## src/rtl/ring_irq_pkg.sv

```systemverilog
package ring_irq_pkg;
   localparam int unsigned WORD_W   = 32;
   localparam int unsigned HOPCNT_W = 11;

   function automatic int unsigned words_for(input int unsigned nbits);
      return (nbits + WORD_W - 1) / WORD_W;
   endfunction
endpackage

```

## src/rtl/rin_notify_bank.sv

```systemverilog
module rin_notify_bank
   import ring_irq_pkg::*;
#(
   parameter int unsigned HOPS = 12,
   parameter int unsigned NW   = 2
) (
   input  logic                clk,
   input  logic                rst_n,
   input  logic [HOPS-1:0]     ev_tx,
   input  logic [HOPS-1:0]     ev_rx,
   input  logic [HOPS-1:0]     ev_ovf,
   input  logic [NW-1:0]       rd_hit,
   output logic [NW*WORD_W-1:0] note_pad
);
   localparam int unsigned NBITS = 3 * HOPS;
   localparam int unsigned PAD_W = NW * WORD_W;

   logic [NBITS-1:0] set_vec;
   logic [NBITS-1:0] bits_q;

   assign set_vec = {ev_ovf, ev_rx, ev_tx};

   for (genvar i = 0; i < NBITS; i++) begin : g_bit
      localparam int unsigned WI = i / WORD_W;
      always_ff @(posedge clk) begin
         if (!rst_n) bits_q[i] <= 1'b0;
         else        bits_q[i] <= set_vec[i] | (bits_q[i] & ~rd_hit[WI]);
      end
   end

   assign note_pad = PAD_W'(bits_q);
endmodule

```

## src/rtl/rin_enable_regs.sv

```systemverilog
module rin_enable_regs
   import ring_irq_pkg::*;
#(
   parameter int unsigned HOPS = 12,
   parameter int unsigned EW   = 1
) (
   input  logic                 clk,
   input  logic                 rst_n,
   input  logic [EW-1:0]        wr_hit,
   input  logic [WORD_W-1:0]    wdata,
   output logic [EW*WORD_W-1:0] en_pad
);
   localparam int unsigned NBITS = 2 * HOPS;
   localparam int unsigned PAD_W = EW * WORD_W;

   logic [NBITS-1:0] en_q;
   logic             unused_wdata;

   assign unused_wdata = ^wdata;

   for (genvar i = 0; i < NBITS; i++) begin : g_en
      localparam int unsigned WI = i / WORD_W;
      localparam int unsigned BI = i % WORD_W;
      always_ff @(posedge clk) begin
         if (!rst_n)          en_q[i] <= 1'b0;
         else if (wr_hit[WI]) en_q[i] <= wdata[BI];
      end
   end

   assign en_pad = PAD_W'(en_q);
endmodule

```

## src/rtl/rin_rearm.sv

```systemverilog
module rin_rearm #(
   parameter int unsigned NW = 2
) (
   input  logic          clk,
   input  logic          rst_n,
   input  logic          pending,
   input  logic [NW-1:0] rd_hit,
   output logic          irq
);
   logic [NW-1:0] seen_q;
   logic [NW-1:0] seen_nxt;
   logic          irq_q;

   assign seen_nxt = seen_q | rd_hit;

   always_ff @(posedge clk) begin
      if (!rst_n) begin
         irq_q  <= 1'b0;
         seen_q <= '0;
      end else if (!irq_q) begin
         if (pending) begin
            irq_q  <= 1'b1;
            seen_q <= '0;
         end
      end else if (&seen_nxt) begin
         irq_q  <= 1'b0;
         seen_q <= '0;
      end else begin
         seen_q <= seen_nxt;
      end
   end

   assign irq = irq_q;
endmodule

```

## src/rtl/ring_irq_notify.sv

```systemverilog
module ring_irq_notify
   import ring_irq_pkg::*;
#(
   parameter int unsigned HOPS        = 12,
   parameter int unsigned ADDR_W      = 4,
   parameter int unsigned NOTIFY_BASE = 0,
   parameter int unsigned ENABLE_BASE = 8,
   parameter int unsigned HOPCNT_ADDR = 12
) (
   input  logic              clk,
   input  logic              rst_n,
   input  logic [HOPS-1:0]   ev_tx,
   input  logic [HOPS-1:0]   ev_rx,
   input  logic [HOPS-1:0]   ev_ovf,
   input  logic              reg_rd,
   input  logic              reg_wr,
   input  logic [ADDR_W-1:0] reg_addr,
   input  logic [31:0]       reg_wdata,
   output logic [31:0]       reg_rdata,
   output logic              irq
);
   localparam int unsigned NOTE_WORDS = words_for(3 * HOPS);
   localparam int unsigned EN_WORDS   = words_for(2 * HOPS);

   if (HOPS < 1 || HOPS >= (1 << HOPCNT_W))
      $error("HOPS must fit the hop count field");
   if (NOTIFY_BASE + NOTE_WORDS > ENABLE_BASE)
      $error("notify region overlaps enable region");
   if (ENABLE_BASE + EN_WORDS > HOPCNT_ADDR)
      $error("enable region overlaps hop count register");
   if (HOPCNT_ADDR >= (1 << ADDR_W))
      $error("address width too small for register map");

   logic [NOTE_WORDS-1:0]        rd_note_hit;
   logic [EN_WORDS-1:0]          wr_en_hit;
   logic [NOTE_WORDS*WORD_W-1:0] note_pad;
   logic [EN_WORDS*WORD_W-1:0]   en_pad;
   logic [WORD_W-1:0]            rd_word;
   logic [WORD_W-1:0]            rdata_q;
   logic                         pending;

   for (genvar k = 0; k < NOTE_WORDS; k++) begin : g_ndec
      assign rd_note_hit[k] = reg_rd && (reg_addr == ADDR_W'(NOTIFY_BASE + k));
   end
   for (genvar k = 0; k < EN_WORDS; k++) begin : g_edec
      assign wr_en_hit[k] = reg_wr && (reg_addr == ADDR_W'(ENABLE_BASE + k));
   end

   rin_notify_bank #(.HOPS(HOPS), .NW(NOTE_WORDS)) u_bank (
      .clk(clk), .rst_n(rst_n), .ev_tx(ev_tx), .ev_rx(ev_rx), .ev_ovf(ev_ovf),
      .rd_hit(rd_note_hit), .note_pad(note_pad)
   );

   rin_enable_regs #(.HOPS(HOPS), .EW(EN_WORDS)) u_en (
      .clk(clk), .rst_n(rst_n), .wr_hit(wr_en_hit), .wdata(reg_wdata),
      .en_pad(en_pad)
   );

   // transmit bits use the transmit enables; receive and overflow use receive
   assign pending = |(note_pad[0 +: HOPS]      & en_pad[HOPS +: HOPS])
                  | |(note_pad[HOPS +: HOPS]   & en_pad[0 +: HOPS])
                  | |(note_pad[2*HOPS +: HOPS] & en_pad[0 +: HOPS]);

   rin_rearm #(.NW(NOTE_WORDS)) u_arm (
      .clk(clk), .rst_n(rst_n), .pending(pending), .rd_hit(rd_note_hit),
      .irq(irq)
   );

   always_comb begin
      rd_word = '0;
      for (int k = 0; k < NOTE_WORDS; k++)
         if (reg_addr == ADDR_W'(NOTIFY_BASE + k)) rd_word = note_pad[k*WORD_W +: WORD_W];
      for (int k = 0; k < EN_WORDS; k++)
         if (reg_addr == ADDR_W'(ENABLE_BASE + k)) rd_word = en_pad[k*WORD_W +: WORD_W];
      if (reg_addr == ADDR_W'(HOPCNT_ADDR))
         rd_word = WORD_W'(HOPCNT_W'(HOPS));
   end

   always_ff @(posedge clk) begin
      if (!rst_n)      rdata_q <= '0;
      else if (reg_rd) rdata_q <= rd_word;
   end

   assign reg_rdata = rdata_q;
endmodule

```

## config.mk

```make
export PLATFORM = sky130hd
export DESIGN_NAME = ring_irq_notify
export DESIGN_NICKNAME = d
export VERILOG_FILES = /design/src/rtl/ring_irq_pkg.sv /design/src/rtl/rin_notify_bank.sv /design/src/rtl/rin_enable_regs.sv /design/src/rtl/rin_rearm.sv /design/src/rtl/ring_irq_notify.sv
export SDC_FILE = /design/constraint.sdc
export NUM_CORES = 1
export LEC_CHECK = 0
export ABC_AREA = 0
export BUFFER_PORTS_ARGS = -buffer_cell sky130_fd_sc_hd__buf_4
export CORE_AREA = 5 5 98 100
export CTS_CLUSTER_SIZE = 10
export DETAILED_ROUTE_END_ITERATION = 10
export DIE_AREA = 0 0 103 105
export PLACE_DENSITY = 0.74
export SLEW_MARGIN = 20
export SYNTH_ARGS = -nofsm -noshare
export SYNTH_HDL_FRONTEND = slang
export SYNTH_SLANG_ARGS = --single-unit
```

## constraint.sdc

```tcl
create_clock -name clk -period 1.4 [get_ports clk]
set_input_delay 0.07 -clock clk [delete_from_list [all_inputs] [get_ports clk]]
set_output_delay 0.07 -clock clk [all_outputs]
set_load 0.02 [all_outputs]
```

# Word-level counts from Yosys, hierarchy flattened
# Cells that the tools add are included.
# word_totals
reg_bits,95
input_bits,76
out_inout_bits,33
wordCells,165
# classes
eq_ne,3
n_mux,10
bitwise,80
reduce_logical,9
# ops
operator,count
32-bit two-way mux,4
1-bit OR,38
1-bit AND,36
12-bit AND,3
12-bit OR reduction,3
4-bit == test (second input constant),2
2-bit two-way mux,3
4-bit by 1-bit == test with 1-bit output (second input constant),1
4-bit zero test,1
1-bit logical AND,3
1-bit two-way mux,3
1-bit NOT,2
2-bit OR,1
2-bit AND reduction,1
2-bit nonzero test,1

# Longest topological paths before layout
# Gate-level depths: netlist of run 1.
# logic_depth
word_depth,6
ltp_mapped,7
depth_no_buf,4

# Cells and area by module
# Synthesis of run 1 repeated with hierarchy kept, for this count alone.
# unflattened
hier_cells,529
area_unflattened_um2,4789.6
# by_module_without_submodules
module,instances,cells_per_inst,area_per_inst_um2,seq_area_each_um2
ring_irq_notify,1,285,2153.3,640.6
rin_notify_bank,1,144,1480.2,720.7
rin_enable_regs,1,86,993.5,480.5
rin_rearm,1,14,162.7,60.1

# Worst setup path after synthesis of run 1
# OpenSTA, ideal clock, no wires.
# synth_path
kind,reg-to-reg
from,"register u_bank.bits_q[9], in the netlist u_bank.note_pad[9]"
to,"register u_arm.irq_q, in the netlist u_arm.irq"
setup_ps,119
arrival_time_ps,1337
required_time_ps,1281
setup_slack_ps,-56
stages_incl_launch_ff,5
path_buffers,0
synth_period_minus_slack_ps,1456
cell_sequence,dfxtp_1 > a222oi_1 > nand3_1 > or3_1 > o221a_2
# synth_via
elab_chain_cells,6
# synth_lines
element,line,rtl
"start, declared",rin_notify_bank.sv:19,logic [NBITS-1:0] bits_q;
"start signal, assigned by index",rin_notify_bank.sv:27,else bits_q[i] <= set_vec[i] | (bits_q[i] & ~rd_hit[WI]);
12-bit AND,ring_irq_notify.sv:60,assign pending = |(note_pad[0 +: HOPS] & en_pad[HOPS +: HOPS])
12-bit OR reduction,ring_irq_notify.sv:60,
1-bit OR,ring_irq_notify.sv:61,| |(note_pad[HOPS +: HOPS] & en_pad[0 +: HOPS])
1-bit OR,ring_irq_notify.sv:62,| |(note_pad[2*HOPS +: HOPS] & en_pad[0 +: HOPS]);
1-bit two-way mux,rin_rearm.sv:21,if (pending) begin
1-bit two-way mux,rin_rearm.sv:20,end else if (!irq_q) begin
"end signal, assigned",rin_rearm.sv:18,irq_q <= 1'b0;
"end signal, assigned",rin_rearm.sv:22,irq_q <= 1'b1;
"end signal, assigned",rin_rearm.sv:26,irq_q <= 1'b0;
"end, declared",rin_rearm.sv:12,logic irq_q;
# No other way between the ends.
# A chain may end at the register's enable or synchronous reset.

# Worst setup path after layout of run 1
# Same ends and word-level chain as after synthesis.

==> results.sh, run 1 <==
export IMPL_status="finished, violations left"
export IMPL_violations="negative setup slack"
export IMPL_drt_iter0_drc=322
export IMPL_crit_buf_inv=0
export IMPL_crit_path_start="u_bank.note_pad[9]"
export IMPL_core_area_um2=8590
export IMPL_arrival_ns=1.72
export IMPL_grt_pass1_vias=3933
export IMPL_drive_gt1_share_pct=29.6
export IMPL_path_class="reg2reg"
export IMPL_ys_flop_type="dfxtp_1"
export IMPL_synth_fa_ha_area_share_pct=0
export IMPL_cp_required_ns=1.65
export IMPL_gp_congestion=0.874
export IMPL_final_max_slew_viol_count=0
export IMPL_start_util_pct=45.4
export IMPL_hold_start="reg_wdata[21]"
export IMPL_dpl_hpwl_um=9020
export IMPL_antenna_found_initial=0
export IMPL_finalCritPeriodShare_pct=105
export IMPL_whs_endpoint="u_en.en_pad[21]"
export IMPL_drc_errors=0
export IMPL_nFillCells=679
export IMPL_synth_top_cell_area_share_pct=48.8
export IMPL_netlist_area_um2=3900
export IMPL_clockRootBuffer="clkbuf_8"
export IMPL_grt_max_degree=52
export IMPL_synth_top_family_by_area="compound AO/OA/AOI/OAI gates"
export IMPL_hold_ws_ns=0.0215
export IMPL_gr_total_overflow=0
export IMPL_reg2reg_slack_ns=-0.07
export IMPL_synth_edff_count=0
export IMPL_critPathTopFamily="compound AO/OA/AOI/OAI gates"
export IMPL_first_pass_iters=5
export IMPL_slowest_delay_ns=0.34
export IMPL_met1_usage_pct=31.9
export IMPL_rsz0062_at_grt="true"
export IMPL_finClkSkew_ns=0.0111
export IMPL_final_cell_count_no_fill=729
export IMPL_io_buffers=100
export IMPL_worst_pin_slew_ns=0.451
export IMPL_fmax_mhz=681
export IMPL_cts_clk_slew_worst_paths_ns=0.09
export IMPL_met3_usage_pct=3.73
export IMPL_wl_per_cell_um=17.2
export IMPL_routed_wl_um=12600
export IMPL_synthSimpleGateAreaFrac_pct=21.1
export IMPL_crit_chain="a222oi_1, nand3_1, or3_4, o221a_2"
export IMPL_power_density_nw_per_um2=960
export IMPL_num_vias=3880
export IMPL_r2r_start="u_bank.note_pad[9]"
export IMPL_diodes=0
export IMPL_critPathCaptureType="flip-flop"
export IMPL_grt_total_usage_pct=23.8
export IMPL_drtAntennaViolNets=0
export IMPL_ff2ff_path_depth=4
export IMPL_netlist_top_cells_area="dfxtp_1, nor2b_1, nand2_1"
export IMPL_yosysSeqAreaShare_pct=48.8
export IMPL_hp_class="in2reg"
export IMPL_synth_compound_area_share_pct=25.5
export IMPL_relSlewSlack_pct=69.9
export IMPL_min_period_ns=1.47
export IMPL_cts_tree="built"
export IMPL_timing_rr_end="u_arm.irq"
export IMPL_path_depth=4
export IMPL_yosysUniqueCellTypes=38
export IMPL_total_power_w=0.00566
export IMPL_ir_drop_uv=678
export IMPL_synthMuxAreaShare_pct=0.513
export IMPL_utilization_pct=68.5
export IMPL_preCtsSetupSlack_ns=-0.0627
export IMPL_path_max_fanout=2
export IMPL_grt_use_met2_pct=39.4
export IMPL_clock_path_buffers=2
export IMPL_avgSynthCellArea_um2=9.18
export IMPL_routed_via_density=5.32
export IMPL_p_leak_nw=2.42
export IMPL_cp_start_kind="flip-flop"
export IMPL_syn_nets=501
export IMPL_die_x_um=103
export IMPL_synth_xor_area_share_pct=0
export IMPL_critPathSlowestCell="or3_4"
export IMPL_io_pins=109
export IMPL_fp_row_count=34
export IMPL_die_area_um2=10800
export IMPL_grt_pass1_wl_um=20100
export IMPL_dp_cells=657
export IMPL_post_synth_top_area_cell="dfxtp_1"
export IMPL_clkLatencyLatePin_ns=0.35
export IMPL_final_nets=692
export IMPL_top_usage_layer="met2"
export IMPL_yosys_register_bits=95
export IMPL_ys_warn_count=0
export IMPL_h_tree_depth=3
export IMPL_synthCells=425
export IMPL_max_cap_violations=0
export IMPL_synthToLayoutAreaGrowth_pct=51.0
export IMPL_fin_ws_ns=-0.0691
export IMPL_cts_buffers=9
export IMPL_clkSinkCount=95
export IMPL_finalHoldViolations=0
export IMPL_setup_viol_count_final=3
export IMPL_hold_path_depth=3
export IMPL_synthArstFlopShare_pct=0
export IMPL_die_h_um=105
synth_stat cells (all sizes together), types with 2 or more instances:
cell / n
o221a: 2
o2bb2ai: 22
a22oi: 26
or3: 2
a2bb2oi: 2
nor2b: 40
inv: 2
mux2i: 2
a21oi: 39
dfxtp: 95
o21bai: 2
a22o: 2
clkbuf: 20
buf: 12
nand2: 62
nand4: 4
o21ai: 7
nand3: 11
a21boi: 32
and2: 25
a221oi: 2
logic make-up (layout without fill, tap and decap cells):
group	count (synthesis)	after routing
mux	2	2
flops	95	95
compound gates	142	142
simple gates	152	152
buf+inv	34	230
how the worst max path moves through the flow:
stage / end / slack, ns
after global routing: u_arm.irq / -0.13
after CTS: u_arm.irq / -0.06
after global placement: reg_rdata[3] / -0.07
after floorplan: u_arm.irq / -0.007
after detailed placement: reg_rdata[3] / -0.06
final: u_arm.irq / -0.07
stage by stage:
| stage | TNS, ns | cell area (um2) |
|---|---|---|
| CTS | -0.0898 | 5870 |
| floorplan | -0.00707 | 3900 |
| global route | -0.288 | 5890 |
| detailed placement | -0.125 | 5070 |
| global placement | -0.195 | 5070 |
| finish | -0.0874 | 5890 |
sequential cells by signal (all words and copies together), names as in the netlist:
name             cells
u_en.en_pad         24
u_arm.seen_q         2
reg_rdata           32
u_bank.note_pad     36
u_arm.irq            1
placed cells by master, fill, tap and decap left out, types with 2 or more instances in the layout:
| master | synthesis | final |
|---|---|---|
| a22oi_1 | 26 | 26 |
| a22o_1 | 2 | 2 |
| dlygate4sd3_1 | 0 | 56 |
| a21boi_1 | 20 | 20 |
| o21ai_1 | 0 | 2 |
| dfxtp_2 | 0 | 2 |
| clkinvlp_4 | 0 | 2 |
| bufinv_16 | 0 | 2 |
| nand3_1 | 11 | 11 |
| nand2_1 | 62 | 62 |
| nand4_1 | 4 | 4 |
| o21bai_1 | 2 | 2 |
| and2_1 | 24 | 24 |
| o2bb2ai_1 | 22 | 22 |
| nor2b_1 | 40 | 40 |
| mux2i_1 | 2 | 2 |
| a21boi_0 | 12 | 12 |
| o221a_2 | 2 | 2 |
| o21ai_0 | 7 | 5 |
| inv_1 | 2 | 2 |
| a2bb2oi_1 | 2 | 2 |
| buf_4 | 6 | 155 |
| clkbuf_8 | 0 | 11 |
| dfxtp_1 | 95 | 93 |
| a21oi_1 | 39 | 38 |
tightest hold or removal path: stages:
cell and delay (ns):
buf_4 0.11, nand2_1 0.06, a21boi_1 0.08
routing by layer:
layer | part of all wire, % | wire [um]
met5 | 0 | 0
met1 | 43 | 5420
met2 | 48 | 6080
met3 | 7.3 | 914
met4 | 1.2 | 150
power breakdown:
group / switching (W) / internal [W]
logic: 0.000308 / 0.000438
clock network: 0.000934 / 0.00110
registers: 0.0000777 / 0.00280
cell type report:
class                   instances  area (um2)  area share, %
flip-flops and latches         95        1900           32.3
clock buffers                  11         151           2.57
repair buffers                212        1740           29.6
clock inverters                 5        80.1           1.36
well taps                     108         135           2.29
multi-input cells             296        1870           31.7
inverters                       2        7.51          0.127
what timing repair did:
item / 4_1_cts / 5_1_grt
setup buffers: 0 / 0
resized for setup: 3 / 6
endpoints found under the setup margin: 5 / 5
hold endpoints to repair: 56 / 0
pin swaps: 0 / 3
hold buffers: 56 / 0
Power figures use the tool's default switching activity.
==> run 2, diff against run 1 <==
--- a/config.mk
+++ b/config.mk
@@ -11,6 +11,7 @@
 export CTS_CLUSTER_SIZE = 10
 export DETAILED_ROUTE_END_ITERATION = 10
 export DIE_AREA = 0 0 103 105
+export MAX_ROUTING_LAYER = met4
 export PLACE_DENSITY = 0.74
 export SLEW_MARGIN = 20
 export SYNTH_ARGS = -nofsm -noshare
==> run 2 against run 1 <==
Effect of this change:
- the flow still finishes with violations (negative setup slack)
- clock power rose by 10%
- total power up 4.1%
- clock skew fell by 0.0019 ns
- register-to-register slack got worse by 0.09 ns
- worst setup slack got worse by 0.085 ns
- first-iteration DRC count is 4.7% higher
- critical path type unchanged
- critical endpoint unchanged
==> results.sh, run 2 (synthesized netlist as in run 1, its figures left out) <==
export IMPL_status="finished, violations left"
export IMPL_violations="negative setup slack"
export IMPL_fp_row_count=34
export IMPL_crit_buf_inv=0
export IMPL_finalHoldViolations=0
export IMPL_cts_buffers=9
export IMPL_max_cap_violations=0
export IMPL_p_seq_share_pct=48.9
export IMPL_fin_ws_ns=-0.154
export IMPL_fmax_mhz=643
export IMPL_setup_viol_count_final=3
export IMPL_slowest_delay_ns=0.37
export IMPL_rsz0062_at_grt="true"
export IMPL_finalCritPeriodShare_pct=111
export IMPL_worst_pin_slew_ns=0.420
export IMPL_hp_class="in2reg"
export IMPL_relSlewSlack_pct=72.0
export IMPL_largest_reg_flops=36
export IMPL_path_max_fanout=2
export IMPL_crit_chain="a222oi_1, nand3_1, or3_4, o221a_4"
export IMPL_critPathSlowestCell="or3_4"
export IMPL_wl_met2_um=6670
export IMPL_nFillCells=669
export IMPL_total_power_w=0.00589
export IMPL_start_util_pct=45.4
export IMPL_synthToLayoutAreaGrowth_pct=53.4
export IMPL_met3WireLength_um=771
export IMPL_io_buffers=100
export IMPL_intPower_w=0.00453
export IMPL_h_tree_depth=3
export IMPL_hold_ws_ns=0.0126
export IMPL_drtAntennaViolNets=0
export IMPL_gr_total_overflow=0
export IMPL_critPathTopFamily="compound AO/OA/AOI/OAI gates"
export IMPL_placed_cell_area_um2=5100
export IMPL_core_area_um2=8590
export IMPL_drt_iter0_drc=337
export IMPL_met1_length_um=5860
export IMPL_clkSinkCount=95
export IMPL_min_period_ns=1.55
export IMPL_clock_power_share_pct=38.0
export IMPL_clkLatencyLatePin_ns=0.36
export IMPL_grt_pass1_wl_um=21000
export IMPL_clockRootBuffer="clkbuf_8"
export IMPL_routed_top_layer="met4"
export IMPL_p_leak_nw=2.47
export IMPL_wl_per_cell_um=18.4
export IMPL_final_common_cell="buf_4"
export IMPL_routed_wl_um=13500
export IMPL_layout_common_cells="buf_4, dfxtp_1, nand2_1"
export IMPL_cp_required_ns=1.65
export IMPL_first_pass_iters=5
export IMPL_fin_tns_setup_ns=-0.355
export IMPL_grt_max_degree=49
export IMPL_die_h_um=105
export IMPL_die_x_um=103
export IMPL_sw_frac_of_total_pct=23.0
export IMPL_gp_congestion=0.915
export IMPL_arrival_ns=1.81
export IMPL_drc_errors=0
export IMPL_ir_drop_uv=427
export IMPL_grt_total_usage_pct=25.7
export IMPL_comb_power_share_pct=13.2
export IMPL_preCtsSetupSlack_ns=-0.0945
export IMPL_final_max_slew_viol_count=0
export IMPL_finClkSkew_ns=0.00915
export IMPL_path_class="reg2reg"
export IMPL_antenna_found_initial=0
export IMPL_die_area_um2=10800
export IMPL_num_vias=3976
export IMPL_routed_via_density=5.41
export IMPL_cp_start_kind="flip-flop"
export IMPL_clock_path_buffers=2
export IMPL_grt_pass1_vias=4111
export IMPL_cts_clk_slew_worst_paths_ns=0.09
export IMPL_power_switching_w=0.00136
export IMPL_io_pins=109
export IMPL_drive_gt1_share_pct=30.8
export IMPL_final_nets=697
export IMPL_power_density_nw_per_um2=984
export IMPL_dpl_hpwl_um=9440
export IMPL_cts_tree="built"
export IMPL_stdcell_area_um2=5980
export IMPL_critPathCaptureType="flip-flop"
==> run 2: metrics by stage <==
stage          cells  util, %
2_1_floorplan    425        -
3_3_place_gp     661     59.4
3_5_place_dp     661     59.4
4_1_cts          733     69.1
5_1_grt          734     69.6
6_report         735     69.6
==> run 2: repair_timing <==
| action | 4_1_cts | 5_1_grt |
|---|---|---|
| gates resized for setup | 5 | 9 |
| setup endpoints to repair | 5 | 5 |
| pin swaps | 3 | 3 |
| hold buffers | 56 | 0 |
| buffers inserted | 0 | 1 |
| hold endpoints to repair | 56 | 0 |
==> run 2: worst paths after layout <==
kind / from / end / slack (ns) / cells past startpoint
worst max-delay path: u_en.en_pad[21] / u_arm.irq / -0.15 / 4
worst min register to register: reg_rdata[27] / reg_rdata[27] / 0.48 / 2
worst min-delay path: reg_wdata[3] / u_en.en_pad[3] / 0.01 / 3
worst max register to register: u_en.en_pad[21] / u_arm.irq / -0.15 / 4
==> run 2: power groups by stage <==
stage	clock network (W)	logic [W]	registers [W]
5_1_grt	0.00236	0.000831	0.00289
2_1_floorplan	0	0.000244	0.00293
3_3_place_gp	0	0.000602	0.00293
6_report	0.00224	0.000775	0.00288
4_1_cts	0.00226	0.000747	0.00287
3_5_place_dp	0	0.000611	0.00293
==> run 2: cell type report <==
class,count,area [um2],area share [%]
clock buffer,11,151,2.53
timing repair buffer,217,1790,29.8
multi-input combinational,296,1890,31.7
clock inverter,5,104,1.74
antenna,1,2.50,0.0418
inverter,2,7.51,0.125
tap,108,135,2.26
sequential,95,1900,31.8
==> run 2: worst reg2reg max path, delay by kind of cell, from the launching register on <==
family / cells / cell delay [ns]
AO/OA/AOI/OAI: 2 / 0.61
AND/OR/NAND/NOR: 2 / 0.51
flip-flops: 1 / 0.33
==> run 2: metal layers <==
| layer | GRT usage [%] | vias to the layer above |
|---|---|---|
| met4 | 8.23 | 0 |
| met5 | - | - |
| li1 | - | 1890 |
| met1 | 33.4 | 1910 |
| met3 | 2.66 | 18 |
| met2 | 41.8 | 158 |
